`src/rtl/rst_sequencer.sv`:
```
module rst_sequencer #(
  parameter int DIV2           = 1,
  parameter int MCU_RST_CYCLES = 128,
  parameter int ADDR_W         = 4,
  parameter int MCU_IO_W       = 8,
  parameter int DSP_IO_W       = 8
) (
  input  logic                clk_ref,
  input  logic                por_n,
  input  logic                wr_en,
  input  logic [ADDR_W-1:0]   wr_addr,
  input  logic [1:0]          wr_data,
  input  logic [MCU_IO_W-1:0] mcu_oe_in,
  input  logic [DSP_IO_W-1:0] dsp_oe_in,
  output logic                mcu_clk_en,
  output logic                mcu_rst_n,
  output logic                dsp_clk_en,
  output logic                dsp_rst_n,
  output logic                per_rst_n,
  output logic                slow_clk_en,
  output logic [MCU_IO_W-1:0] mcu_oe_out,
  output logic [DSP_IO_W-1:0] dsp_oe_out
);
  localparam int CNT_W = $clog2(MCU_RST_CYCLES) + 1;
  localparam logic [CNT_W-1:0] LAST = CNT_W'(MCU_RST_CYCLES - 1);

  logic [1:0]       por_s;
  logic             run;
  logic             phase;
  logic [CNT_W-1:0] tick_cnt;
  logic             hold_q;
  logic             slow_q;

  always_ff @(posedge clk_ref or negedge por_n)
    if (!por_n) por_s <= 2'b00;
    else        por_s <= {por_s[0], 1'b1};

  assign run = por_s[1];

  always_ff @(posedge clk_ref or negedge por_n)
    if (!por_n)   phase <= 1'b0;
    else if (run) phase <= ~phase;

  generate
    if (DIV2 != 0) begin : g_half
      assign mcu_clk_en = run & phase;
    end else begin : g_full
      assign mcu_clk_en = run;
    end
  endgenerate

  assign dsp_clk_en = run;

  always_ff @(posedge clk_ref or negedge por_n)
    if (!por_n) begin
      tick_cnt  <= '0;
      mcu_rst_n <= 1'b0;
    end else if (mcu_clk_en && !mcu_rst_n) begin
      if (tick_cnt == LAST) mcu_rst_n <= 1'b1;
      else                  tick_cnt  <= tick_cnt + 1'b1;
    end

  always_ff @(posedge clk_ref or negedge por_n)
    if (!por_n) begin
      hold_q <= 1'b1;
      slow_q <= 1'b0;
    end else if (wr_en && mcu_clk_en && mcu_rst_n && wr_addr == '0) begin
      hold_q <= wr_data[0];
      slow_q <= wr_data[1];
    end

  assign dsp_rst_n   = run & mcu_rst_n & ~hold_q;
  assign per_rst_n   = dsp_rst_n;
  assign slow_clk_en = run & mcu_rst_n & slow_q;
  assign mcu_oe_out  = mcu_rst_n ? mcu_oe_in : '0;
  assign dsp_oe_out  = dsp_rst_n ? dsp_oe_in : '0;

  always_ff @(posedge clk_ref)
    if (por_n === 1'b0)
      assert_por_holds_all_R1: assert (!mcu_rst_n && !dsp_rst_n && !per_rst_n && !slow_clk_en);

  generate
    if (DIV2 != 0) begin : g_chk_half
      assert_mcu_tick_alternates_R3: assert property (@(posedge clk_ref) disable iff (!por_n)
        mcu_clk_en |=> !mcu_clk_en);
    end
  endgenerate

  assert_mcu_rel_on_tick_R4: assert property (@(posedge clk_ref) disable iff (!por_n)
    $rose(mcu_rst_n) |-> $past(mcu_clk_en));

  assert_dsp_after_mcu_R5: assert property (@(posedge clk_ref) disable iff (!por_n)
    $rose(dsp_rst_n) |-> (mcu_rst_n && $past(mcu_rst_n)));

  assert_slow_gated_in_rst_R7: assert property (@(posedge clk_ref) disable iff (!por_n)
    !mcu_rst_n |-> !slow_clk_en);

  assert_dsp_clk_in_rst_R9: assert property (@(posedge clk_ref) disable iff (!por_n)
    mcu_clk_en |-> dsp_clk_en);

  assert_per_tracks_dsp_R6: assert property (@(posedge clk_ref) disable iff (!por_n)
    $fell(dsp_rst_n) |-> !per_rst_n);
endmodule

```
`config.mk`:
```
export PLATFORM = sky130hd
export DESIGN_NAME = rst_sequencer
export DESIGN_NICKNAME = d
export VERILOG_FILES = /design/src/rtl/rst_sequencer.sv
export SDC_FILE = /design/constraint.sdc
export NUM_CORES = 1
export LEC_CHECK = 0
export BUFFER_PORTS_ARGS = -buffer_cell sky130_fd_sc_hd__clkbuf_2
export CAP_MARGIN = 20
export CORE_MARGIN = 1.5
export CORE_UTILIZATION = 38
export DETAILED_ROUTE_END_ITERATION = 10
export GPL_TIMING_DRIVEN = 0
export PLACE_DENSITY = 0.74
export SETUP_SLACK_MARGIN = 0.2
export SKIP_LAST_GASP = 1
export SYNTH_ARGS = -nofsm -noshare
export SYNTH_HDL_FRONTEND = slang
export SYNTH_SLANG_ARGS = --single-unit
```
`constraint.sdc`:
```
create_clock -name clk_ref -period 1.5 [get_ports clk_ref]
set_input_delay 0.075 -clock clk_ref [delete_from_list [all_inputs] [get_ports clk_ref]]
set_output_delay 0.075 -clock clk_ref [all_outputs]
set_load 0.1 [all_outputs]
```
# Yosys cells after proc, flatten, opt, wreduce, memory -nomap -nowiden
# Cells that the tools add are included.
[totals]
register_bits = 14
inputBits = 25
output_inout_bits = 22
elab_cells = 25
[classes]
add_sub_neg = 1
n_eq_ne = 1
mux = 2
bitwise = 7
reduce_logical = 8
[ops]
columns = ["cell", "n"]
rows = [
  ["$mux W8", 2],
  ["$add A8 B1 Y8 const B", 1],
  ["$eq A8 B7 Y1 const B", 1],
  ["$and A1 B1 Y1", 4],
  ["$logic_and A1 B1 Y1", 4],
  ["$logic_not A4 Y1", 1],
  ["$reduce_and A2 Y1", 2],
  ["$not A1 Y1", 3],
  ["$logic_not A1 Y1", 1],
]

# Depth between registers and ports, before layout
[depth]
ltp_word = 4
depth_mapped = 4
ltp_nobuf = 4

# Least setup slack after synthesis
# No wires, ideal clock.
[synth_timing]
kind = "register to output"
startpoint = "register por_s[1]"
endpoint = "output dsp_oe_out[0]"
arrival_ns = 3.638
t_required_ns = 1.425
setup_slack_ns = -2.213
stages_incl_launch_ff = 4
path_buffers = 0
cell_sequence = "dfrtp_1 nand2_1 nor2_1 and2_1"
[synth_via]
elab_chain_cells = 3
[synth_rtl]
columns = ["element", "line_no", "source"]
rows = [
  ["start, declared", "27", "logic [1:0] por_s;"],
  ["start signal, assigned", "36", "else por_s <= {por_s[0], 1'b1};"],
  ["$and A1 B1 Y1 (2 in a row)", "72", "assign dsp_rst_n = run & mcu_rst_n & ~hold_q;"],
  ["named net dsp_rst_n", "18", "output logic dsp_rst_n,"],
  ["$mux W8", "76", "assign dsp_oe_out = dsp_rst_n ? dsp_oe_in : '0;"],
  ["end, declared", "22", "output logic [DSP_IO_W-1:0] dsp_oe_out"],
]
# The timed path passes the listed nets, and every way through them passes these cells.

# Final worst setup path
[layout_timing]
startpoint = "register por_s[1]"
endpoint = "register tick_cnt[4]"
[layout_via]
elab_chain_cells = 3
[layout_rtl]
columns = ["element", "line_no", "source"]
rows = [
  ["$and A1 B1 Y1", "46", "assign mcu_clk_en = run & phase;"],
  ["$logic_and A1 B1 Y1", "58", "end else if (mcu_clk_en && !mcu_rst_n) begin"],
  ["$reduce_and A2 Y1 (no line)", "-", ""],
  ["end signal, assigned", "60", "else tick_cnt <= tick_cnt + 1'b1;"],
  ["end, declared", "30", "logic [CNT_W-1:0] tick_cnt;"],
]
# Every way passes these cells.
# A chain may end at the register's enable or synchronous reset.

==> run metrics <==
Final GP Congestion=0.749; initial DRC count=51; Synth area leader=dfrtp_1; setup_tns=-0.00141 ns; Syn Nets=99; CP arrival=1.68 ns; Hold Crit Class=in -> reg; setup ws final=-0.00141 ns; adder-cell share of the synthesized area=0.0160; CP Capture Type=flip-flop; RSZ-0062 raised after global routing=true; CTS H-tree lvls=1; commonest non-fill, non-tap cell in the layout=clkbuf_2; port bufs=46; post-synthesis mux area share=0.0719; number of global-route vias before repair=947; clk root buf=clkbuf_4; DR pass1 iterations=6; Seq cells post-synth=14; combinational family with the most area after synthesis=simple AND/OR/NAND/NOR gates; Worst EP required=1.68 ns; outcome=finished with violations; Final period util=1.00; Clk pwr share=0.176; cells after synthesis=73; Synth Area in Simple Gates=0.312; clock sink total=14; Area Overhead vs Synth=127%; P_int=0.000980 W; Static Leak=0.807 nW; largest net degree at the start of global routing=15; final setup vio count=1; share of layout cells above drive strength 1=0.791; first-pass GRT wire length=5.36 mm; R2R Setup Slk=-0.001 ns; Post-Synth XOR/XNOR Area=0.0447; synthesized area per cell=10.7 um2; Post-synth EDFFs=0; die width=48.4 um; die area=2340 um2; sequential power share=0.387; Final Skew=0.00862 ns; worst IR drop on VDD=0.00106 V; synth top area cells=dfrtp_1 42%, and2_1 14%, mux2_2 4.3%; Achievable Freq=0.666 GHz; share of the synthesized area in the top cell type=0.415; number of CTS-inserted buffers=3; clk_lat worst skew=0.29 ns; drc violations=0; Final #Nets=166; min cycle time layout=1.50 ns; worst-path maximum fanout=6; Clock Path Buffers=2; Final Hold Viols=0; Clock transition at path regs=0.10 ns; complex-gate fraction of the synthesized area=0.0831; startpoint types=flip-flop; Overall Global Routing Usage=0.311; CTS tree=done; Post-Syn Area=783 um2; Ys Warns=0; unique cell type count in the Yosys netlist=30; Post-synth top flop=dfrtp_1; failing checks=negative setup slack; Comb pwr share=0.437; Rows=16; Async SR Flop Fraction=1.00; most frequent cells in the layout=24 x clkbuf_2, 19 x clkbuf_16, 16 x and2_4; fin. max-slew vios=0; n_diodes=0; power density over the cells=920 nW/um2; Seq/Total Area, Yosys=0.449; num ports=47; WS Path Type=reg -> reg; Initial Util=0.403; post-route ant nets=0; vias per cell=5.73; total gr overflow=0; vias=951; Net Switching=0.000655 W; max_cap viols=0; post-layout util=0.916; core area=1940 um2; wirelength, routed=3.69 mm; number of antenna violations at the first check in global routing=0; Die Ht=48.4 um; DP HPWL=1.46 mm; Avg WL per Cell=22.2 um; switching share of power=0.401
==> path summary, 6_finish.rpt <==
check	startpoint	cells past startpoint	to
worst max-delay path	por_s[1]	6	tick_cnt[4]
worst min-delay path	wr_data[0]	2	hold_q
worst max register to register	por_s[1]	6	tick_cnt[4]
worst min register to register	por_s[0]	0	por_s[1]
max in group asynchronous	por_n	2	hold_q
min in group asynchronous	por_n	2	tick_cnt[3]
==> layout make-up <==
class	instances	area, um2
fillers	58	164
plain buffers	2	21.3
repair buffers	61	757
flip-flops and latches	14	362
inverters	1	3.75
well taps	27	33.8
multi-input cells	57	564
clock buffers	4	36.3
==> worst max-delay path, cell delays in order, from the launching register on <==
cell      delay [ns]
dfrtp_4         0.55
buf_4           0.16
nand3b_1        0.18
buf_6           0.16
buf_4           0.12
nor2_2          0.04
o21a_1          0.18
==> power groups by stage <==
stage / registers (W) / clock network, W / logic [W]
after global placement: 0.000598 / 0 / 0.000396
final: 0.000633 / 0.000287 / 0.000715
after floorplan: 0.000588 / 0 / 0.000314
after detailed placement: 0.000607 / 0 / 0.000409
after global routing: 0.000643 / 0.000300 / 0.000742
after CTS: 0.000591 / 0.000290 / 0.000576
==> logic make-up (layout without fill, tap and decap cells) <==
family,count (synthesis),after routing
and+or+nand+nor,36,37
DFF,14,14
AOI/OAI and AO/OA,9,9
muxes,5,5
xor gates and xnor gates,4,4
buffers and inverters,3,68
adders and majority gates,1,1
other,1,1
==> stage by stage <==
| step | hold slack [ns] | instances | total power, W | setup WS [ns] | area [um2] |
|---|---|---|---|---|---|
| 2_1_floorplan | -0.221 | 73 | 0.000902 | -0.381 | 881 |
| 3_3_place_gp | -0.00637 | 146 | 0.000994 | 0.00606 | 1140 |
| 3_5_place_dp | -0.00224 | 146 | 0.00102 | -0.0340 | 1140 |
| 4_1_cts | 0.00921 | 161 | 0.00146 | 0.0688 | 1700 |
| 5_1_grt | 0.00362 | 166 | 0.00168 | -0.0423 | 1780 |
| 6_report | 0.0181 | 166 | 0.00164 | -0.00141 | 1780 |
==> flip-flops by register name, summed over array words and instances (netlist names) <==
signal,count
hold_q,1
por_s,2
tick_cnt,8
mcu_rst_n,1
phase,1
slow_q,1
==> what timing repair did <==
item                                    4_1_cts  5_1_grt
gates resized for setup                      71       11
pin swaps                                     9        7
gates cloned                                  2        0
hold buffers                                  1        0
endpoints found under the setup margin       29       31
buffers inserted                              8        5
hold endpoints to repair                     14        0
==> metal layers <==
metal / up-vias / GRT usage / share of wire
met2: 84 / 0.516 / 0.47
met5: - / 0 / 0
li1: 388 / - / -
met3: 10 / 0.0926 / 0.087
met1: 469 / 0.387 / 0.42
met4: 0 / 0.110 / 0.019
==> synth_stat cells (2+ instances only) <==
| cell type | n |
|---|---|
| xor2_1 | 3 |
| mux2_1 | 2 |
| a21oi_1 | 3 |
| and3_1 | 2 |
| nand2_1 | 3 |
| and2_1 | 17 |
| dfrtp_1 | 13 |
| nand4_1 | 3 |
| a211oi_1 | 2 |
| nand3_1 | 2 |
| mux2_2 | 3 |
| nor2_1 | 2 |
No activity file was read; power rests on OpenSTA's default activity.
